## config.mk

```make
export PLATFORM = sky130hd
export DESIGN_NAME = ref_switch_holdover
export DESIGN_NICKNAME = d
export VERILOG_FILES = /design/src/rtl/ref_guard_pkg.sv /design/src/rtl/ref_activity_mon.sv /design/src/rtl/tw_history.sv /design/src/rtl/ref_switch_fsm.sv /design/src/rtl/ref_switch_holdover.sv
export SDC_FILE = /design/constraint.sdc
export NUM_CORES = 1
export LEC_CHECK = 0
export ABC_AREA = 1
export ABC_CLOCK_PERIOD_IN_PS = 10090
export BUFFER_PORTS_ARGS = -buffer_cell sky130_fd_sc_hd__buf_4
export CORE_MARGIN = 2
export CORE_UTILIZATION = 25
export DETAILED_ROUTE_END_ITERATION = 8
export SYNTH_ARGS = -nofsm -noshare
export SYNTH_HDL_FRONTEND = slang
export SYNTH_HIERARCHICAL = 1
export SYNTH_SLANG_ARGS = --single-unit
```

## constraint.sdc

```tcl
create_clock -name clk -period 10.09 [get_ports clk]
set_input_delay 2.018 -clock clk [delete_from_list [all_inputs] [get_ports clk]]
set_output_delay 2.018 -clock clk [all_outputs]
set_load 0.03 [all_outputs]
```

## src/rtl/ref_guard_pkg.sv

```systemverilog
package ref_guard_pkg;
    typedef enum logic [2:0] {
        ST_FREE,
        ST_HOLD,
        ST_ACT_A,
        ST_ACT_B,
        ST_SW_A,
        ST_SW_B
    } fsm_st_t;

    typedef enum logic [1:0] {
        MD_FREE  = 2'd0,
        MD_ACT_A = 2'd1,
        MD_ACT_B = 2'd2,
        MD_HOLD  = 2'd3
    } mode_t;
endpackage

```

## src/rtl/ref_activity_mon.sv

```systemverilog
module ref_activity_mon #(
    parameter int CNT_W  = 16,
    parameter int GOOD_W = 4
) (
    input  logic              clk,
    input  logic              rst_n,
    input  logic              ref_in,
    input  logic [CNT_W-1:0]  win_len,
    input  logic [GOOD_W-1:0] good_need,
    output logic              ref_lvl,
    output logic              ref_ok
);
    logic [2:0]        sync_q;
    logic              rise;
    logic              timeout;
    logic [CNT_W-1:0]  gap_q;
    logic [GOOD_W-1:0] goods_q;

    always_ff @(posedge clk or negedge rst_n) begin
        if (!rst_n) sync_q <= '0;
        else        sync_q <= {sync_q[1:0], ref_in};
    end

    assign ref_lvl = sync_q[1];
    assign rise    = sync_q[1] & ~sync_q[2];
    assign timeout = ({1'b0, gap_q} + 1'b1) >= {1'b0, win_len};

    always_ff @(posedge clk or negedge rst_n) begin
        if (!rst_n) begin
            gap_q   <= '0;
            goods_q <= '0;
            ref_ok  <= 1'b0;
        end else if (rise) begin
            gap_q <= '0;
            if (!ref_ok) begin
                if (({1'b0, goods_q} + 1'b1) >= {1'b0, good_need}) begin
                    ref_ok  <= 1'b1;
                    goods_q <= '0;
                end else begin
                    goods_q <= goods_q + 1'b1;
                end
            end
        end else if (timeout) begin
            gap_q   <= '0;
            goods_q <= '0;
            ref_ok  <= 1'b0;
        end else begin
            gap_q <= gap_q + 1'b1;
        end
    end

    assert_ok_rises_on_edge_R1: assert property (@(posedge clk) disable iff (!rst_n)
        $rose(ref_ok) |-> $past(rise));
    assert_ok_falls_when_quiet_R1: assert property (@(posedge clk) disable iff (!rst_n)
        $fell(ref_ok) |-> !$past(rise));
endmodule

```

## src/rtl/tw_history.sv

```systemverilog
module tw_history #(
    parameter int              TW_W      = 24,
    parameter int              AVG_SHIFT = 3,
    parameter logic [TW_W-1:0] CLAMP_LO  = '0,
    parameter logic [TW_W-1:0] CLAMP_HI  = '1
) (
    input  logic            clk,
    input  logic            rst_n,
    input  logic            upd_en,
    input  logic [TW_W-1:0] live_tw,
    output logic            have_hist,
    output logic [TW_W-1:0] hist_tw
);
    logic [TW_W-1:0] avg_q;
    logic [TW_W-1:0] avg_d;
    logic [TW_W-1:0] up_step;
    logic [TW_W-1:0] dn_step;

    always_comb begin
        up_step = (live_tw - avg_q) >> AVG_SHIFT;
        dn_step = (avg_q - live_tw) >> AVG_SHIFT;
        if (!have_hist)            avg_d = live_tw;
        else if (live_tw >= avg_q) avg_d = avg_q + up_step;
        else                       avg_d = avg_q - dn_step;
    end

    always_ff @(posedge clk or negedge rst_n) begin
        if (!rst_n) begin
            avg_q     <= '0;
            have_hist <= 1'b0;
        end else if (upd_en) begin
            avg_q     <= avg_d;
            have_hist <= 1'b1;
        end
    end

    always_comb begin
        if (avg_q > CLAMP_HI)      hist_tw = CLAMP_HI;
        else if (avg_q < CLAMP_LO) hist_tw = CLAMP_LO;
        else                       hist_tw = avg_q;
    end

    assert_hist_frozen_R8: assert property (@(posedge clk) disable iff (!rst_n)
        !upd_en |=> $stable(avg_q));
    assert_first_load_R8: assert property (@(posedge clk) disable iff (!rst_n)
        (upd_en && !have_hist) |=> (avg_q == $past(live_tw)));
endmodule

```

## src/rtl/ref_switch_fsm.sv

```systemverilog
module ref_switch_fsm
    import ref_guard_pkg::*;
(
    input  logic       clk,
    input  logic       rst_n,
    input  logic       a_ok,
    input  logic       b_ok,
    input  logic       a_lvl,
    input  logic       b_lvl,
    input  logic       have_hist,
    input  logic       man_hold,
    input  logic       man_en,
    input  logic       man_src,
    output mode_t      mode,
    output logic       sel_b,
    output logic       ref_out,
    output logic       irq
);
    fsm_st_t state_q, state_d;
    fsm_st_t noref;
    mode_t   mode_d;
    logic    keep_mode;

    assign noref = have_hist ? ST_HOLD : ST_FREE;

    always_comb begin
        state_d = state_q;
        unique case (state_q)
            ST_ACT_A: begin
                if (man_hold)           state_d = noref;
                else if (man_en) begin
                    if (man_src)        state_d = b_ok ? ST_SW_B : noref;
                    else if (!a_ok)     state_d = noref;
                end else if (!a_ok)     state_d = b_ok ? ST_SW_B : noref;
            end
            ST_ACT_B: begin
                if (man_hold)           state_d = noref;
                else if (man_en) begin
                    if (!man_src)       state_d = a_ok ? ST_SW_A : noref;
                    else if (!b_ok)     state_d = noref;
                end else if (!b_ok)     state_d = a_ok ? ST_SW_A : noref;
            end
            ST_FREE, ST_HOLD: begin
                if (!man_hold) begin
                    if (man_en) begin
                        if (man_src && b_ok)        state_d = ST_SW_B;
                        else if (!man_src && a_ok)  state_d = ST_SW_A;
                    end else if (a_ok)              state_d = ST_SW_A;
                    else if (b_ok)                  state_d = ST_SW_B;
                end
            end
            ST_SW_A: begin
                if (man_hold || !a_ok || (man_en && man_src)) state_d = noref;
                else if (!ref_out && !a_lvl)                  state_d = ST_ACT_A;
            end
            ST_SW_B: begin
                if (man_hold || !b_ok || (man_en && !man_src)) state_d = noref;
                else if (!ref_out && !b_lvl)                   state_d = ST_ACT_B;
            end
            default: state_d = ST_FREE;
        endcase
    end

    always_ff @(posedge clk or negedge rst_n) begin
        if (!rst_n) state_q <= ST_FREE;
        else        state_q <= state_d;
    end

    always_comb begin
        keep_mode = 1'b0;
        mode_d    = mode;
        unique case (state_q)
            ST_FREE:  mode_d = MD_FREE;
            ST_HOLD:  mode_d = MD_HOLD;
            ST_ACT_A: mode_d = MD_ACT_A;
            ST_ACT_B: mode_d = MD_ACT_B;
            default:  keep_mode = 1'b1;
        endcase
    end

    always_ff @(posedge clk or negedge rst_n) begin
        if (!rst_n) begin
            mode    <= MD_FREE;
            irq     <= 1'b0;
            sel_b   <= 1'b0;
            ref_out <= 1'b0;
        end else begin
            irq <= !keep_mode && (mode_d != mode);
            if (!keep_mode) mode <= mode_d;
            unique case (state_q)
                ST_ACT_A: begin
                    sel_b   <= 1'b0;
                    ref_out <= a_lvl;
                end
                ST_ACT_B: begin
                    sel_b   <= 1'b1;
                    ref_out <= b_lvl;
                end
                default: ref_out <= ref_out & (sel_b ? b_lvl : a_lvl);
            endcase
        end
    end

    assert_sel_moves_low_R10: assert property (@(posedge clk) disable iff (!rst_n)
        (sel_b != $past(sel_b)) |-> !$past(ref_out));
    assert_irq_on_change_R11: assert property (@(posedge clk) disable iff (!rst_n)
        (mode != $past(mode)) |-> irq);
    assert_free_means_no_hist_R4: assert property (@(posedge clk) disable iff (!rst_n)
        (state_q == ST_HOLD) |-> have_hist);
    assert_rise_only_in_act_R10: assert property (@(posedge clk) disable iff (!rst_n)
        $rose(ref_out) |-> ($past(state_q) == ST_ACT_A || $past(state_q) == ST_ACT_B));
endmodule

```

## src/rtl/ref_switch_holdover.sv

```systemverilog
module ref_switch_holdover
    import ref_guard_pkg::*;
#(
    parameter int              TW_W      = 24,
    parameter int              CNT_W     = 16,
    parameter int              GOOD_W    = 4,
    parameter int              AVG_SHIFT = 3,
    parameter logic [TW_W-1:0] FREE_TW   = 24'h800000,
    parameter logic [TW_W-1:0] CLAMP_LO  = 24'h100000,
    parameter logic [TW_W-1:0] CLAMP_HI  = 24'hF00000
) (
    input  logic              clk,
    input  logic              rst_n,
    input  logic              ref_a,
    input  logic              ref_b,
    input  logic [CNT_W-1:0]  win_len,
    input  logic [GOOD_W-1:0] good_need,
    input  logic              man_hold,
    input  logic              man_en,
    input  logic              man_src,
    input  logic              lock_ok,
    input  logic [TW_W-1:0]   live_tw,
    output logic              ref_out,
    output logic              sel_b,
    output logic [1:0]        mode,
    output logic              ref_a_ok,
    output logic              ref_b_ok,
    output logic              irq,
    output logic [TW_W-1:0]   tw_out
);
    localparam int NREF = 2;

    logic [NREF-1:0] ref_raw;
    logic [NREF-1:0] lvl;
    logic [NREF-1:0] ok;
    logic            have_hist;
    logic            upd_en;
    logic [TW_W-1:0] hist_tw;
    mode_t           mode_e;

    assign ref_raw = {ref_b, ref_a};

    for (genvar g = 0; g < NREF; g++) begin : g_mon
        ref_activity_mon #(.CNT_W(CNT_W), .GOOD_W(GOOD_W)) u_mon (
            .clk      (clk),
            .rst_n    (rst_n),
            .ref_in   (ref_raw[g]),
            .win_len  (win_len),
            .good_need(good_need),
            .ref_lvl  (lvl[g]),
            .ref_ok   (ok[g])
        );
    end

    assign upd_en = lock_ok && ((mode_e == MD_ACT_A && ok[0]) ||
                                (mode_e == MD_ACT_B && ok[1]));

    tw_history #(
        .TW_W(TW_W), .AVG_SHIFT(AVG_SHIFT), .CLAMP_LO(CLAMP_LO), .CLAMP_HI(CLAMP_HI)
    ) u_hist (
        .clk      (clk),
        .rst_n    (rst_n),
        .upd_en   (upd_en),
        .live_tw  (live_tw),
        .have_hist(have_hist),
        .hist_tw  (hist_tw)
    );

    ref_switch_fsm u_fsm (
        .clk      (clk),
        .rst_n    (rst_n),
        .a_ok     (ok[0]),
        .b_ok     (ok[1]),
        .a_lvl    (lvl[0]),
        .b_lvl    (lvl[1]),
        .have_hist(have_hist),
        .man_hold (man_hold),
        .man_en   (man_en),
        .man_src  (man_src),
        .mode     (mode_e),
        .sel_b    (sel_b),
        .ref_out  (ref_out),
        .irq      (irq)
    );

    always_comb begin
        unique case (mode_e)
            MD_ACT_A, MD_ACT_B: tw_out = live_tw;
            MD_HOLD:            tw_out = hist_tw;
            default:            tw_out = FREE_TW;
        endcase
    end

    assign mode     = mode_e;
    assign ref_a_ok = ok[0];
    assign ref_b_ok = ok[1];

    assert_hold_in_range_R9: assert property (@(posedge clk) disable iff (!rst_n)
        (mode_e == MD_HOLD) |-> (tw_out >= CLAMP_LO && tw_out <= CLAMP_HI));
    assert_sel_matches_mode_R3: assert property (@(posedge clk) disable iff (!rst_n)
        (mode_e == MD_ACT_B) |-> sel_b);
endmodule

```

==> impl_metrics.yaml, run 1 <==
clock_network:
  cts_hold_buf: 0
  cts-root-buf: "clkbuf_16"
  htreeDepth: 3
  cts_resized: 0
  clk_latency_ns: 0.35
  clkTransAtPathRegs_ns: 0.07
  cts.sinks: 81
  clock_path_buffers: 2
  postCtsSetupBuffers: 0
  cts_buffers: 9
  cts_tree: "done"
yosys:
  synth-seq-area-share_pct: 18.8
  synth_top_flop_cell: "dfrtp_1"
  synth_area_um2: 10800
  yosys.cell_types.count: 55
  syn-num-nets: 1840
  ys_top_cells_by_area: "dfrtp_1 19%, ha_1 14%, nand2_1 14%, inv_1 9.5%, a21oi_1 5.0%"
  synth_edf_count: 0
  ys_warn_count: 6
  ys_ff_latch: 81
  synth.most_common_cell: "nand2_1"
  synth_top_cell_area_share_pct: 18.8
  synthArstFlopShare_pct: 100
  synth_top_area_cell: "dfrtp_1"
  syn_area_per_cell_um2: 6.48
  syn_inst: 1666
  ys_top_cells_by_count: "394 x nand2_1, 272 x inv_1, 121 x ha_1"
power_and_ir_drop:
  cellLeakagePower_nw: 6.42
  p_total_mw: 4.41
  ir_worst_vdd_v: 0.000134
  cellPowerDensity_nw_per_um2: 358
sta:
  tightestPinTransition_ns: 1.18
  final-hold-violation-count: 0
  finClkSkew_ns: 0.00822
  finalMaxSlewViolations: 0
  relSlewSlack_pct: 21.2
  final.min_clock_period_ns: 6.79
  setup_violations: 0
  finalCritPeriodShare_pct: 67.3
  setup_tns_ns: 0
  rsz0062_at_grt: "no"
  clock.fmax_mhz: 147
global_routing:
  grtUsageTotal_pct: 15.6
  grt_overflow: 0
  grt_pass1_wl_um: 55600
  antenna_found_initial: 0
  grt_max_degree: 62
  grt_pass1_vias: 10700
final_layout:
  n_antenna_cell: 0
  finish.instance_area_um2: 12300
  final_cell_count_no_fill: 2317
  syn_to_final_growth_pct: 14.0
  fillers: 4754
  drive_gt1_share_pct: 14.5
  layout.nets: 1901
  utilization_pct: 28.7
detailed_routing:
  drcViolationCount: 0
  wl_per_cell_um: 15.0
  dr_total_vias: 10900
  drtAntennaViolNets: 0
  drt_iter0_drc: 722
  viasPerCell: 4.69
  firstDrtPassIters: 5
  wl_um: 34900
place:
  dpl.hpwl_um: 28900
  place_congestion: 0.960
  place_inst: 2301
  io_buffers: 82
  place_area_um2: 12000
setup_path:
  cp_slowest_stage_delay_ns: 0.57
  cp.arrival_ns: 7.02
  critPathSlowestCell: "a221oi_1"
  worst-path-max-fanout: 19
  crit_top_cell: "o21ai_0"
  start_kind: "input pin"
  endpoint_kind: "flip-flop"
  crit_chain: "buf_4 > inv_1 > ha_1 > a21oi_1 > o21ai_0 > a221oi_1 > nand3_1 > a21oi_2 > inv_2 > o21ai_0 > ha_1 > a21oi_1 > inv_1 > o21ai_0 > o211ai_1 > a21oi_1 > o21ai_0 > a21oi_1 > o21ai_0 > o211ai_1 > o21ai_0"
  worstSetupPathType: "input pin to flip-flop"
  crit_required_ns: 10.32
floorplanning:
  fp.dieH_um: 212
  die_x_um: 212
  die_area_um2: 44900
  fp.coreArea_um2: 42900
  row_count: 76
  floorplan.initialDensity_pct: 25.2
  num_io_pins: 83
worst_hold_path:
  hp-class: "flip-flop to flip-flop"
status:
  status: "complete, no violations"
flow_run:
  maxCapViolCount: 0
-- logic make-up after synthesis --
family                     count (synthesis)  synth area share (%)
and+or+nand+nor                          765                  32.8
buffers and inverters                    329                  12.1
AOI/OAI and AO/OA                        294                  15.9
adders and majority gates                122                  14.2
DFF                                       81                  18.8
xor gates and xnor gates                  75                  6.22
-- stage by stage --
stage / setup slack (ns) / hold slack, ns
4_1_cts: 3.38 / 0.350
5_1_grt: 2.83 / 0.362
6_report: 3.30 / 0.348
3_3_place_gp: 2.99 / 0.333
3_5_place_dp: 3.05 / 0.335
2_1_floorplan: 4.41 / 0.331
-- power breakdown --
group | switching [mW] | total (mW) | leakage, nW | internal [mW]
sequential | 0.120 | 0.534 | 1.04 | 0.414
combinational | 2.33 | 3.52 | 5.23 | 1.19
clock | 0.148 | 0.349 | 0.150 | 0.201
-- cells in the final DEF, fill, tap and decap left out, drive strengths merged, types with 4 or more instances in the layout --
cell	instances
nand2	415
inv	290
nor2	168
a21oi	129
ha	121
o21ai	108
nand3	89
buf	88
dfrtp	81
xor2	56
nor3	36
nand4	33
xnor2	19
a21o	11
o211ai	11
clkbuf	11
o21bai	10
or2	7
nand3b	6
nor4	6
a21boi	5
o21a	5
clkinv	5
a31o	4
-- worst paths after layout --
kind / from / to / slack (ns) / cells past startpoint
min in group asynchronous: rst_n / u_hist/avg_q[2]$_DFFE_PN0P_ / 1.55 / 1
hold / removal: g_mon[1].u_mon/sync_q[0]$_DFF_PN0_ / g_mon[1].u_mon/sync_q[1]$_DFF_PN0_ / 0.35 / 0
setup reg to reg: u_hist/avg_q[17]$_DFFE_PN0P_ / u_hist/avg_q[16]$_DFFE_PN0P_ / 4.68 / 19
max in group asynchronous: rst_n / u_hist/avg_q[20]$_DFFE_PN0P_ / 7.37 / 2
setup / recovery: live_tw[17] / u_hist/avg_q[16]$_DFFE_PN0P_ / 3.30 / 21
hold reg to reg: g_mon[1].u_mon/sync_q[0]$_DFF_PN0_ / g_mon[1].u_mon/sync_q[1]$_DFF_PN0_ / 0.35 / 0
-- area by class of cell --
class                           count  area [um2]  share of cell area, %
Tap cell                          585         732                   5.95
Multi-Input combinational cell   1256        7490                   60.8
Clock buffer                       11         243                   1.97
Clock inverter                      5        65.1                  0.529
Inverter                          291        1090                   8.88
Timing Repair Buffer               88         661                   5.37
Sequential cell                    81        2030                   16.5
-- flip-flops by register name, indices dropped and copies added (netlist names) --
| register | cells |
|---|---|
| g_mon.u_mon/sync_q | 6 |
| u_fsm/sel_b | 1 |
| g_mon.u_mon/goods_q | 8 |
| g_mon.u_mon/ref_ok | 2 |
| u_fsm/mode | 2 |
| u_hist/have_hist | 1 |
| u_fsm/irq | 1 |
| u_fsm/ref_out | 1 |
| u_fsm/state_q | 3 |
| g_mon.u_mon/gap_q | 32 |
| u_hist/avg_q | 24 |
-- worst max-delay path, delay by kind of cell --
family	cells	cell delay, ns
buffers and inverters	4	0.50
adder cells (fa/ha/maj)	2	0.81
AO/OA/AOI/OAI	14	3.48
AND/OR/NAND/NOR	1	0.19
-- layer usage --
layer	share of wire (%)	wire, um	vias up	track usage (%)
met5	0	0	-	0
met4	3.1	1090	0	5.63
met3	4.0	1400	56	1.05
met2	49	17200	298	28.3
met1	44	15200	5050	19.4
li1	-	-	5470	-
Note: power is estimated with default switching activity, not from simulation.
==> run 2: changes to the inputs <==
--- a/config.mk
+++ b/config.mk
@@ -6,7 +6,7 @@
 export NUM_CORES = 1
 export LEC_CHECK = 0
 export ABC_AREA = 1
-export ABC_CLOCK_PERIOD_IN_PS = 10090
+export ABC_CLOCK_PERIOD_IN_PS = 6000
 export BUFFER_PORTS_ARGS = -buffer_cell sky130_fd_sc_hd__buf_4
 export CORE_MARGIN = 2
 export CORE_UTILIZATION = 25
==> constraint.sdc (replaced) <==
create_clock -name clk -period 6 [get_ports clk]
set_input_delay 1.2 -clock clk [delete_from_list [all_inputs] [get_ports clk]]
set_output_delay 1.2 -clock clk [all_outputs]
set_load 0.03 [all_outputs]
==> impl_metrics.yaml, run 2 (synthesized netlist as in run 1, its figures left out) <==
sta:
  whs_ns: 0.353
  setup_tns_ns: 0
  final-hold-violation-count: 0
  tightestPinTransition_ns: 1.14
  setup_violations: 0
  finalMaxSlewViolations: 0
  relSlewSlack_pct: 23.8
  rsz0062_at_grt: "no"
  finalCritPeriodShare_pct: 91.1
  final.min_clock_period_ns: 5.46
  clock.fmax_mhz: 183
  finClkSkew_ns: 0.00875
flow_run:
  maxCapViolCount: 0
power_and_ir_drop:
  switching_share_pct: 59.0
  p_switching_mw: 4.41
  internal_power_mw: 3.07
  seqPwrFrac_pct: 12.2
  ir_worst_vdd_v: 0.000251
  cellLeakagePower_nw: 6.46
  power_frac_comb_pct: 80.6
  pwr-share-clk_pct: 7.3
  cellPowerDensity_nw_per_um2: 604
setup_path:
  critPathSlowestCell: "nor4_2"
  worstSetupPathType: "input pin to flip-flop"
  cp.arrival_ns: 5.74
  endpoint_kind: "flip-flop"
  cp_slowest_stage_delay_ns: 0.47
  crit_top_cell: "nand2_1"
  worst-path-max-fanout: 6
  crit_required_ns: 6.28
  start_kind: "input pin"
final_layout:
  seq_area_um2: 2030
  reg_top3: "g_mon.u_mon/gap_q: 32 flops, u_hist/avg_q: 24 flops, g_mon.u_mon/goods_q: 8 flops"
  n_antenna_cell: 0
  layout.nets: 1914
  finish.instance_area_um2: 12400
  drive_gt1_share_pct: 15.1
  final_common_cell: "nand2_1"
  final_cell_mix: "394 x nand2_1, 272 x inv_1, 121 x ha_1"
  final_cell_count_no_fill: 2330
  syn_to_final_growth_pct: 14.6
  multiInputGateArea_um2: 7490
  fillers: 4794
  utilization_pct: 28.9
  regMostFlops: "g_mon.u_mon/gap_q"
  largest_register_ffs: 32
clock_network:
  cts_resized: 0
  cts_buffers: 9
  clock_path_buffers: 2
  postCtsSetupBuffers: 0
  cts-root-buf: "clkbuf_16"
  clkTransAtPathRegs_ns: 0.07
  clk_latency_ns: 0.36
  cts_hold_buf: 0
  cts_tree: "done"
  htreeDepth: 3
  cts.sinks: 81
status:
  status: "complete, no violations"
global_routing:
  grt_max_degree: 56
  grtUsageTotal_pct: 15.9
  antenna_found_initial: 0
  grt_pass1_vias: 10800
  grt_pass1_wl_um: 55900
  grt_overflow: 0
detailed_routing:
  drtAntennaViolNets: 0
  dr_total_vias: 10900
  routedLengthMet1_um: 15000
  wl_um: 34900
  firstDrtPassIters: 5
  viasPerCell: 4.69
  wl_per_cell_um: 15.0
  dr_wl_met3_um: 1400
  drcViolationCount: 0
  met2_length_um: 17400
  top_layer: "met4"
  drt_iter0_drc: 533
place:
  io_buffers: 82
  dpl.hpwl_um: 29200
  place_area_um2: 12100
  place_inst: 2314
  place_congestion: 0.966
floorplanning:
  num_io_pins: 83
  fp.dieH_um: 212
  fp.coreArea_um2: 42900
  die_area_um2: 44900
  die_x_um: 212
  floorplan.initialDensity_pct: 25.2
  row_count: 76
worst_hold_path:
  hp-class: "flip-flop to flip-flop"
[run 2: cell count changes in the layout (fill, tap and decap cells not counted), sizes merged]
cell	delta
inv	+1
bufinv	-1
clkinvlp	+1
clkinv	-3
buf	+13
clkbuf	+2
[run 2: per-stage QoR]
stage	setup slack, ns	power, mW
2_1_floorplan	1.14	5.15
3_3_place_gp	0.0523	6.81
3_5_place_dp	0.129	6.83
4_1_cts	0.488	7.41
5_1_grt	0.182	8.19
6_report	0.537	7.47
[run 2: final timing paths]
| check | from | endpoint | slack, ns | cells past startpoint |
|---|---|---|---|---|
| worst max-delay path | live_tw[4] | u_hist/avg_q[18]$_DFFE_PN0P_ | 0.54 | 29 |
| worst min-delay path | g_mon[0].u_mon/sync_q[0]$_DFF_PN0_ | g_mon[0].u_mon/sync_q[1]$_DFF_PN0_ | 0.35 | 0 |
| worst max register to register | u_hist/avg_q[4]$_DFFE_PN0P_ | u_hist/avg_q[18]$_DFFE_PN0P_ | 1.10 | 27 |
| worst min register to register | g_mon[0].u_mon/sync_q[0]$_DFF_PN0_ | g_mon[0].u_mon/sync_q[1]$_DFF_PN0_ | 0.35 | 0 |
| max in group asynchronous | rst_n | u_hist/avg_q[23]$_DFFE_PN0P_ | 4.14 | 2 |
| min in group asynchronous | rst_n | g_mon[0].u_mon/gap_q[2]$_DFF_PN0_ | 0.75 | 1 |
[run 2: routing by layer]
layer,vias to the layer above,track usage [%]
met1,5117,19.0
met2,247,28.9
met3,65,1.81
met4,0,5.85
li1,5506,-
met5,-,0
[run 2: area by class of cell]
| type | instances | area share [%] |
|---|---|---|
| multi-input cells | 1256 | 60.5 |
| flip-flops and latches | 81 | 16.4 |
| inverters | 291 | 8.83 |
| repair buffers | 101 | 6.13 |
| well taps | 585 | 5.91 |
| clock buffers | 13 | 2.02 |
| clock inverters | 3 | 0.202 |
[run 2: power groups by stage]
stage	clock network [mW]	logic [mW]	registers, mW
floorplan	0	4.27	0.877
global placement	0	5.90	0.913
detailed placement	0	5.91	0.918
CTS	0.560	5.94	0.909
global route	0.581	6.68	0.931
finish	0.544	6.02	0.910
[run 2: worst max-delay path: cells and delay by family]
family,cells,cell delay [ns]
adder cells (fa/ha/maj),2,0.88
buffers and inverters,5,0.40
AO/OA/AOI/OAI,5,0.81
AND/OR/NAND/NOR,17,2.44
